--- src/rtl/serial_rx_pkg.sv ---
package serial_rx_pkg;

  typedef enum logic [2:0] {
    ST_HUSH,
    ST_IDLE,
    ST_START,
    ST_DATA,
    ST_PAR,
    ST_STOP1,
    ST_STOP2
  } rx_state_e;

  // Format fields of the setup word, most significant field first.
  typedef struct packed {
    logic [1:0] len_code;
    logic       two_stop;
    logic       par_en;
    logic       par_fixed;
    logic       par_kind;
  } fmt_t;

  localparam int FMT_W = $bits(fmt_t);

  // Number of data bits for a length code: 0 -> 8 down to 3 -> 5.
  function automatic logic [3:0] word_bits(input logic [1:0] code);
    return 4'd8 - {2'b00, code};
  endfunction

  // Shift register fills from the top; move the word down to bit 0.
  function automatic logic [7:0] align_word(input logic [7:0] sr, input logic [1:0] code);
    return sr >> code;
  endfunction

  // Parity bit that a correct frame carries for an aligned word.
  function automatic logic expect_parity(input logic [7:0] word, input fmt_t f);
    if (f.par_fixed) return f.par_kind;
    return f.par_kind ? (^word) : ~(^word);
  endfunction

endpackage

--- src/rtl/serial_rx_sync.sv ---
module serial_rx_sync #(
  parameter int STAGES = 2
) (
  input  logic clk_i,
  input  logic rst_i,
  input  logic din_i,
  output logic dout_o
);
  logic [STAGES-1:0] chain;

  generate
    if (STAGES == 1) begin : g_single
      always_ff @(posedge clk_i) begin
        if (rst_i) chain <= '0;
        else       chain <= din_i;
      end
    end else begin : g_multi
      always_ff @(posedge clk_i) begin
        if (rst_i) chain <= '0;
        else       chain <= {chain[STAGES-2:0], din_i};
      end
    end
  endgenerate

  assign dout_o = chain[STAGES-1];
endmodule

--- src/rtl/serial_rx_timer.sv ---
module serial_rx_timer #(
  parameter int W = 24
) (
  input  logic         clk_i,
  input  logic         rst_i,
  input  logic         load_i,
  input  logic [W-1:0] load_val_i,
  output logic         expired_o
);
  logic [W-1:0] cnt;

  always_ff @(posedge clk_i) begin
    if (rst_i)            cnt <= '0;
    else if (load_i)      cnt <= load_val_i;
    else if (cnt != '0)   cnt <= cnt - 1'b1;
  end

  assign expired_o = (cnt == '0);
endmodule

--- src/rtl/serial_rx_frame.sv ---
module serial_rx_frame
  import serial_rx_pkg::*;
#(
  parameter int BAUD_W = 24
) (
  input  logic              clk_i,
  input  logic              rst_i,
  input  logic              line_i,
  input  logic [BAUD_W-1:0] baud_i,
  input  fmt_t              fmt_i,
  input  logic              expired_i,
  output logic              tmr_load_o,
  output logic [BAUD_W-1:0] tmr_val_o,
  output logic              start_seen_o,
  output logic [3:0]        cur_len_o,
  output logic              valid_o,
  output logic [7:0]        data_o,
  output logic              frame_err_o,
  output logic              parity_err_o,
  output logic              break_o
);
  rx_state_e         state;
  fmt_t              cfg;
  logic [BAUD_W-1:0] cfg_baud;
  logic [7:0]        sr;
  logic [3:0]        bit_cnt;
  logic              par_bit;
  logic              stop_bad;
  logic              all_low;

  logic [7:0] word_aligned;
  logic       par_bad;
  logic       finishing;
  logic       stop_fail;
  logic       last_low;

  assign word_aligned = align_word(sr, cfg.len_code);
  assign par_bad      = cfg.par_en && (par_bit != expect_parity(word_aligned, cfg));
  assign finishing    = expired_i && ((state == ST_STOP1 && !cfg.two_stop) || state == ST_STOP2);
  assign stop_fail    = ((state == ST_STOP2) ? stop_bad : 1'b0) | ~line_i;
  assign last_low     = all_low & ~line_i;
  assign start_seen_o = (state == ST_IDLE) && !line_i;
  assign cur_len_o    = word_bits(cfg.len_code);

  // Timer reload: full bit while waiting for idle or inside a frame,
  // half a bit when a start edge is first seen.
  always_comb begin
    tmr_load_o = 1'b0;
    tmr_val_o  = cfg_baud - 1'b1;
    case (state)
      ST_HUSH: if (!line_i) begin
        tmr_load_o = 1'b1;
        tmr_val_o  = baud_i - 1'b1;
      end
      ST_IDLE: if (!line_i) begin
        tmr_load_o = 1'b1;
        tmr_val_o  = (baud_i >> 1) - 1'b1;
      end
      default: tmr_load_o = expired_i;
    endcase
  end

  always_ff @(posedge clk_i) begin
    if (rst_i) begin
      state        <= ST_HUSH;
      cfg          <= '0;
      cfg_baud     <= '0;
      sr           <= '0;
      bit_cnt      <= '0;
      par_bit      <= 1'b0;
      stop_bad     <= 1'b0;
      all_low      <= 1'b0;
      valid_o      <= 1'b0;
      data_o       <= '0;
      frame_err_o  <= 1'b0;
      parity_err_o <= 1'b0;
      break_o      <= 1'b0;
    end else begin
      valid_o      <= 1'b0;
      data_o       <= '0;
      frame_err_o  <= 1'b0;
      parity_err_o <= 1'b0;
      break_o      <= 1'b0;
      case (state)
        ST_HUSH: if (line_i && expired_i) state <= ST_IDLE;
        ST_IDLE: if (!line_i) begin
          state    <= ST_START;
          cfg      <= fmt_i;
          cfg_baud <= baud_i;
          sr       <= '0;
          bit_cnt  <= '0;
          par_bit  <= 1'b0;
          stop_bad <= 1'b0;
          all_low  <= 1'b1;
        end
        ST_START: if (expired_i) state <= line_i ? ST_IDLE : ST_DATA;
        ST_DATA: if (expired_i) begin
          sr      <= {line_i, sr[7:1]};
          all_low <= last_low;
          bit_cnt <= bit_cnt + 4'd1;
          if (bit_cnt == word_bits(cfg.len_code) - 4'd1)
            state <= cfg.par_en ? ST_PAR : ST_STOP1;
        end
        ST_PAR: if (expired_i) begin
          par_bit <= line_i;
          all_low <= last_low;
          state   <= ST_STOP1;
        end
        ST_STOP1: if (expired_i && cfg.two_stop) begin
          stop_bad <= ~line_i;
          all_low  <= last_low;
          state    <= ST_STOP2;
        end
        ST_STOP2: ;
        default: state <= ST_HUSH;
      endcase
      if (finishing) begin
        valid_o      <= 1'b1;
        data_o       <= word_aligned;
        frame_err_o  <= stop_fail;
        parity_err_o <= par_bad;
        break_o      <= last_low;
        state        <= stop_fail ? ST_HUSH : ST_IDLE;
      end
    end
  end
endmodule

--- src/rtl/serial_rx.sv ---
module serial_rx
  import serial_rx_pkg::*;
#(
  parameter int BAUD_W  = 24,
  parameter int SYNC_N  = 2,
  localparam int SETUP_W = BAUD_W + FMT_W + 1
) (
  input  logic               clk_i,
  input  logic               rst_i,
  input  logic [SETUP_W-1:0] setup_i,
  input  logic               rx_i,
  output logic               valid_o,
  output logic [7:0]         data_o,
  output logic               frame_err_o,
  output logic               parity_err_o,
  output logic               break_o
);
  logic              line_s;
  logic              tmr_load;
  logic [BAUD_W-1:0] tmr_val;
  logic              tmr_expired;
  logic              start_seen;
  logic [3:0]        cur_len;
  logic [BAUD_W-1:0] baud_in;
  fmt_t              fmt_in;
  logic              unused_flow;

  assign baud_in     = setup_i[BAUD_W-1:0];
  assign fmt_in      = fmt_t'(setup_i[BAUD_W+FMT_W-1:BAUD_W]);
  assign unused_flow = setup_i[SETUP_W-1];

  serial_rx_sync #(.STAGES(SYNC_N)) u_sync (
    .clk_i (clk_i),
    .rst_i (rst_i),
    .din_i (rx_i),
    .dout_o(line_s)
  );

  serial_rx_timer #(.W(BAUD_W)) u_timer (
    .clk_i     (clk_i),
    .rst_i     (rst_i),
    .load_i    (tmr_load),
    .load_val_i(tmr_val),
    .expired_o (tmr_expired)
  );

  serial_rx_frame #(.BAUD_W(BAUD_W)) u_frame (
    .clk_i       (clk_i),
    .rst_i       (rst_i),
    .line_i      (line_s),
    .baud_i      (baud_in),
    .fmt_i       (fmt_in),
    .expired_i   (tmr_expired),
    .tmr_load_o  (tmr_load),
    .tmr_val_o   (tmr_val),
    .start_seen_o(start_seen),
    .cur_len_o   (cur_len),
    .valid_o     (valid_o),
    .data_o      (data_o),
    .frame_err_o (frame_err_o),
    .parity_err_o(parity_err_o),
    .break_o     (break_o)
  );
endmodule

--- config.mk ---
export PLATFORM = sky130hd
export DESIGN_NAME = serial_rx
export DESIGN_NICKNAME = d
export VERILOG_FILES = /design/src/rtl/serial_rx_pkg.sv /design/src/rtl/serial_rx_sync.sv /design/src/rtl/serial_rx_timer.sv /design/src/rtl/serial_rx_frame.sv /design/src/rtl/serial_rx.sv
export SDC_FILE = /design/constraint.sdc
export NUM_CORES = 1
export LEC_CHECK = 0
export BUFFER_PORTS_ARGS = -buffer_cell sky130_fd_sc_hd__buf_4
export CAP_MARGIN = 40
export CORE_UTILIZATION = 61
export DETAILED_ROUTE_END_ITERATION = 10
export MAX_ROUTING_LAYER = met4
export PLACE_DENSITY_LB_ADDON = 0.08
export SKIP_LAST_GASP = 1
export SYNTH_ARGS = -nofsm -noshare
export SYNTH_HDL_FRONTEND = slang
export SYNTH_SLANG_ARGS = --single-unit
export TNS_END_PERCENT = 1
--- constraint.sdc ---
create_clock -name clk_i -period 3.8 [get_ports clk_i]
set_clock_uncertainty 0.15 [all_clocks]
set_input_delay 0.76 -clock clk_i [delete_from_list [all_inputs] [get_ports clk_i]]
set_output_delay 0.76 -clock clk_i [all_outputs]
set_load 0.01 [all_outputs]
; ---- After elaboration in Yosys (flattened, before gate mapping)
; Cells that the tools add are included.
[word_totals]
regBits = 86
input_bits = 34
out_inout_bits = 12
word_cells = 118
[classes]
addsub = 7
eq_ne = 21
shifts = 1
muxes = 40
n_bitwise = 5
n_reduce_logical = 25
[ops]
columns = op, count
row1 = $mux W24, 4
row2 = $sub A24 B1 Y24 const B, 3
row3 = $pmux W24 S2, 1
row4 = $logic_not A24 Y1, 1
row5 = $mux W3, 8
row6 = $reduce_bool A24 Y1, 1
row7 = $sub A23 B1 Y24 const B, 1
row8 = $pmux W3 S7, 1
row9 = $mux W1, 16
row10 = $mux W8, 2
row11 = $pmux W8 S2, 1
row12 = $ne A3 B1 Y1 const B, 5
row13 = $eq A3 B3 Y1 const B, 3
row14 = $reduce_and A3 Y1, 3
row15 = $mux W4, 2
row16 = $ne A2 B1 Y1 const B, 4
row17 = $pmux W4 S2, 1
row18 = $reduce_and A8 Y1, 1
row19 = $reduce_bool A2 Y1, 4
row20 = $reduce_xor A8 Y1, 1
row21 = $shr A8 B2 Y8, 1
row22 = $eq A3 B2 Y1 const B, 2
row23 = $ne A3 B2 Y1 const B, 2
row24 = $reduce_or A2 Y1, 3
row25 = 20 further kinds, 28

; ---- Depth between registers and ports, before layout
[depth]
ltp_word = 7
ltp_mapped = 9

; ---- Modules after synthesis
; From an unflattened synthesis, not the netlist that was laid out.
[hier_totals]
hier_cells = 729
area_unflattened_um2 = 5540.3
[modules_own_cells]
columns = module, n_inst, cells_each, area_per_inst_um2, seq_area_each_um2
row1 = serial_rx_frame, 1, 560, 4171.5, 1201.2
row2 = serial_rx_timer, 1, 165, 1316.3, 480.5
row3 = serial_rx_sync, 1, 4, 52.6, 40.0

; ---- Worst setup path before layout
; Ideal clock, no wire load.
[synth_path]
path_kind = input port to flip-flop
from = in setup_i[11]
to = reg u_timer.cnt[21]
setup_time_ns = 0.071
arrival_time_ns = 2.835
t_required_ns = 3.579
path_slack_ns = 0.743
cell_stages = 8
cell_sequence = buf_2 -> or4_1 -> or3_1 -> buf_2 -> or3_1 -> or3_1 -> a31o_1 -> a21oi_1
[synth_between]
elab_chain_cells = 4
[synth_lines]
columns = item, line_no
row1 = "start, declared", serial_rx.sv:10  ; input logic [SETUP_W-1:0] setup_i,
row2 = $sub A24 B1 Y24 / $sub A23 B1 Y24 (equally long branches), "serial_rx_frame.sv:53, serial_rx_frame.sv:57"
row3 = "$mux W24, on equally long branches", "serial_rx_frame.sv:51, serial_rx_frame.sv:55"
row4 = $pmux W24 S2 (*), serial_rx_frame.sv:50  ; case (state)
row5 = $mux W24 (*), serial_rx_timer.sv:14  ; else if (load_i) cnt <= load_val_i;
row6 = "end signal, assigned", serial_rx_timer.sv:14
row7 = "end signal, assigned", serial_rx_timer.sv:15  ; else if (cnt != '0) cnt <= cnt - 1'b1;
row8 = "end, declared", serial_rx_timer.sv:10  ; logic [W-1:0] cnt;
; Mark *: on every way between the ends. The rest lies on a longest branch, timed or not.
; A chain may end at the register's enable or synchronous reset.

; ---- Worst setup path after layout
[layout_path]
from = reg u_timer.cnt[6]
to = reg u_timer.cnt[6]
[layout_between]
elab_chain_cells = 3
[layout_lines]
columns = item, line_no
row1 = $sub A24 B1 Y24 / $logic_not A24 Y1 (equally long branches), "serial_rx_timer.sv:15, serial_rx_timer.sv:18"
row2 = $mux W24 / $mux W1 (equally long branches), n/a
row3 = $mux W24 / $reduce_bool A2 Y1 (equally long branches), n/a
; Parallel ways exist; a longest one is shown, timed or not. The select of a mux whose other input is x is not followed.

==> metrics.md <==
| Metric | Value |
|---|---|
| Status | `complete, but fails checks` |
| Failing checks | `design-rule violations` |
| Crit Path Max Fanout | `11` |
| Placer Congestion | `0.927` |
| Placed cells | `840` |
| Worst-Margin Slew | `1.00 ns` |
| Worst EP arrival | `3.19 ns` |
| HP Class | `register to register` |
| Vias in the first global route | `5177` |
| Final WL | `16600 um` |
| Synthesized instance count | `732` |
| Worst setup SP type | `register` |
| #FFs+latches synth | `86` |
| Hold EP | `u_sync.chain[1]` |
| Synth Area in XOR/XNOR | `12.1%` |
| Final core occ | `69.3%` |
| Critical path capture point type | `register` |
| Root cell of the clock tree | `clkbuf_8` |
| Kind of critical path | `register to register` |
| Max incr delay on CP | `0.67 ns` |
| Register area share after synthesis | `30.8%` |
| Mux contribution to synthesized area | `2.38%` |
| Final Hold Fails | `0` |
| Adder-cell share of the synthesized area | `1.57%` |
| Final worst slack | `0.669 ns` |
| Total GRT Usage | `37.1%` |
| Sum Neg Setup Slack | `0 ns` |
| CP dominant cell by count | `a211oi_1` |
| Vias/cell | `6.59` |
| TritonCTS clock tree | `yes` |
| Post-synthesis compound-gate area fraction | `18.8%` |
| Row count | `34` |
| Final setup violation count | `0` |
| Post-layout min period | `3.13 ns` |
| I/O Buffers | `44` |
| Antenna diodes | `0` |
| Initial antenna violation count | `0` |
| Number of synthesized flops with an enable pin | `0` |
| Final net count | `784` |
| Pre-CTS WS | `0.582 ns` |
| Clock buffer depth | `2` |
| R2R depth | `6` |
| Peak Freq | `319 MHz` |
| Layout cells sized above 1 | `12.3%` |
| Ys async rst share | `0%` |
| Slew Viols, Final | `0` |
| Post-CTS Resized | `0` |
| YS warnings | `0` |
| Clock transition at path regs | `0.09 ns` |
| CP required | `3.86 ns` |
| Critical R2R Capture | `u_timer.cnt[6]` |
| Initial DRC Count | `577` |
| Worst slew margin | `33.0%` |
| H-tree depth | `3` |
| I/O pin cnt | `46` |
| Vias | `5645` |
| Largest net degree at the start of global routing | `67` |
| Die X | `97.7 um` |
| Post-synthesis cell area | `5580 um^2` |
| P_leak | `0.00217 uW` |
| Most frequent cells in the layout | `nand2_1 (108), dfxtp_1 (86), a21oi_1 (67)` |
| Worst r2r src | `u_timer.cnt[6]` |
| First-pass detailed-route iteration total | `8` |
| Hold buffers post-CTS | `0` |
| Post-synthesis simple-gate area fraction | `29.8%` |
| DRC viols | `2` |
| Clk sinks | `86` |
| Num CTS Buffers | `9` |
| Final period util | `82.4%` |
| Grt total ovfl | `0` |
| Core area | `8810 um^2` |
| Die height | `97.7 um` |
| Max-capacitance violation count | `0` |
| Power Dens Cells | `324 nW/um^2` |
| Hold Crit Depth | `1` |
| Layout area overhead | `9.28%` |
| Most common cell after layout, fill and taps aside | `nand2_1` |
| Worst vdd ir | `0.194 mV` |
| Critical path cell sequence | `or4_1 -> or4b_4 -> nor3_2 -> nor2_1 -> a211oi_1 -> a211oi_1` |
| Postcts setup bufs | `0` |
| Mean Syn Cell Area | `7.63 um^2` |
| Netlist cell types | `63` |
| Initial core utilization | `63.4%` |
| Hold_ws | `0.310 ns` |
| Post-route insts no fill | `856` |
| First-pass GRT wire length | `27100 um` |
| Fillers | `754` |
| Hold path start | `u_sync.chain[0]` |
| HPWL after detailed placement | `12200 um` |
| Wire length per cell | `19.4 um` |
| Largest family of logic cells by synthesized area | `simple AND/OR/NAND/NOR gates` |
| Syn Nets | `773` |
| Die area | `9540 um^2` |
| Post-DRT Antenna Nets | `0` |
| Clock Latency Late Sink | `0.37 ns` |
| Slowest cell on the critical path | `or4_1` |
| Reg-to-reg slack, setup | `0.67 ns` |
| RSZ-0062 raised after global routing | `false` |
| Top FF cell, synth | `dfxtp_1` |
routing by layer:
layer / global-route usage (%) / part of all wire, % / vias up
met1: 52.2 / 45 / 2667
met5: - / 0 / -
met4: 10.6 / 1.4 / 0
met3: 5.83 / 9.0 / 27
li1: - / - / 2668
met2: 54.9 / 45 / 283
critical path: cells and delay by family, from the launching register on:
| family | cells | cell delay, ns |
|---|---|---|
| AOI/OAI and AO/OA | 2 | 0.55 |
| DFF | 1 | 0.36 |
| and+or+nand+nor | 4 | 1.92 |
cell usage after synthesis, drive strengths merged (6+ instances only):
| master | n | area [um^2] |
|---|---|---|
| a211oi | 11 | 82.6 |
| a21oi | 68 | 344 |
| a31oi | 8 | 50.1 |
| and2 | 6 | 37.5 |
| buf | 7 | 33.8 |
| clkbuf | 48 | 180 |
| dfxtp | 86 | 1720 |
| ha | 7 | 87.6 |
| inv | 10 | 37.5 |
| nand2 | 109 | 412 |
| nand3 | 29 | 145 |
| nor2 | 43 | 169 |
| nor2b | 8 | 50.1 |
| nor3 | 32 | 175 |
| nor3b | 7 | 57.6 |
| nor4 | 24 | 150 |
| nor4b | 6 | 58.8 |
| o21ai | 25 | 125 |
| o22ai | 14 | 87.6 |
| o31a | 6 | 52.6 |
| o31ai | 6 | 58.8 |
| or3 | 16 | 100 |
| or4 | 15 | 113 |
| xnor2 | 39 | 342 |
| xor2 | 38 | 333 |
registers in the layout, indices dropped and copies added (netlist names):
signal,count
u_frame.all_low,1
u_frame.bit_cnt,4
u_frame.break_o,1
u_frame.cfg,6
u_frame.cfg_baud,24
u_frame.data_o,8
u_frame.frame_err_o,1
u_frame.par_bit,1
u_frame.parity_err_o,1
u_frame.sr,8
u_frame.state,3
u_frame.stop_bad,1
u_frame.valid_o,1
u_sync.chain,2
u_timer.cnt,24
how the worst max path moves through the flow:
stage | from | end | slack [ns]
detailed placement | setup_i[5] | u_timer.cnt[23] | 0.58
finish | u_timer.cnt[6] | u_timer.cnt[6] | 0.67
floorplan | setup_i[11] | u_timer.cnt[21] | 0.74
global route | u_timer.cnt[6] | u_timer.cnt[6] | 0.58
CTS | u_timer.cnt[6] | u_timer.cnt[6] | 0.72
global placement | setup_i[5] | u_timer.cnt[23] | 0.59
final cells by class:
class	instances	area [um^2]	area share [%]
clock buffer	9	124	2.03
clock inverter	7	53.8	0.882
inverter	11	41.3	0.677
multi-input combinational	580	3610	59.2
sequential	86	1720	28.2
tap	108	135	2.21
timing repair buffer	55	413	6.77
cell families (layout without fill, tap and decap cells):
group / Yosys count / in the layout
compound gates: 167 / 167
xor+xnor: 77 / 77
fa+ha+maj: 7 / 7
buf+inv: 66 / 82
flops: 86 / 86
mux: 9 / 9
simple gates: 320 / 320
through the flow:
stage / area [um^2] / power, uW
3_3_place_gp: 5920 / 1350
6_report: 6100 / 1970
3_5_place_dp: 5920 / 1370
2_1_floorplan: 5580 / 1250
4_1_cts: 6100 / 1960
5_1_grt: 6100 / 2050
where the power goes:
| group | total (uW) | internal, uW | leakage (uW) | switching, uW |
|---|---|---|---|---|
| clock network | 615 | 245 | 0.0000879 | 371 |
| registers | 967 | 933 | 0.000699 | 34.1 |
| logic | 392 | 155 | 0.00138 | 237 |
Note: power is estimated with default switching activity, not from simulation.
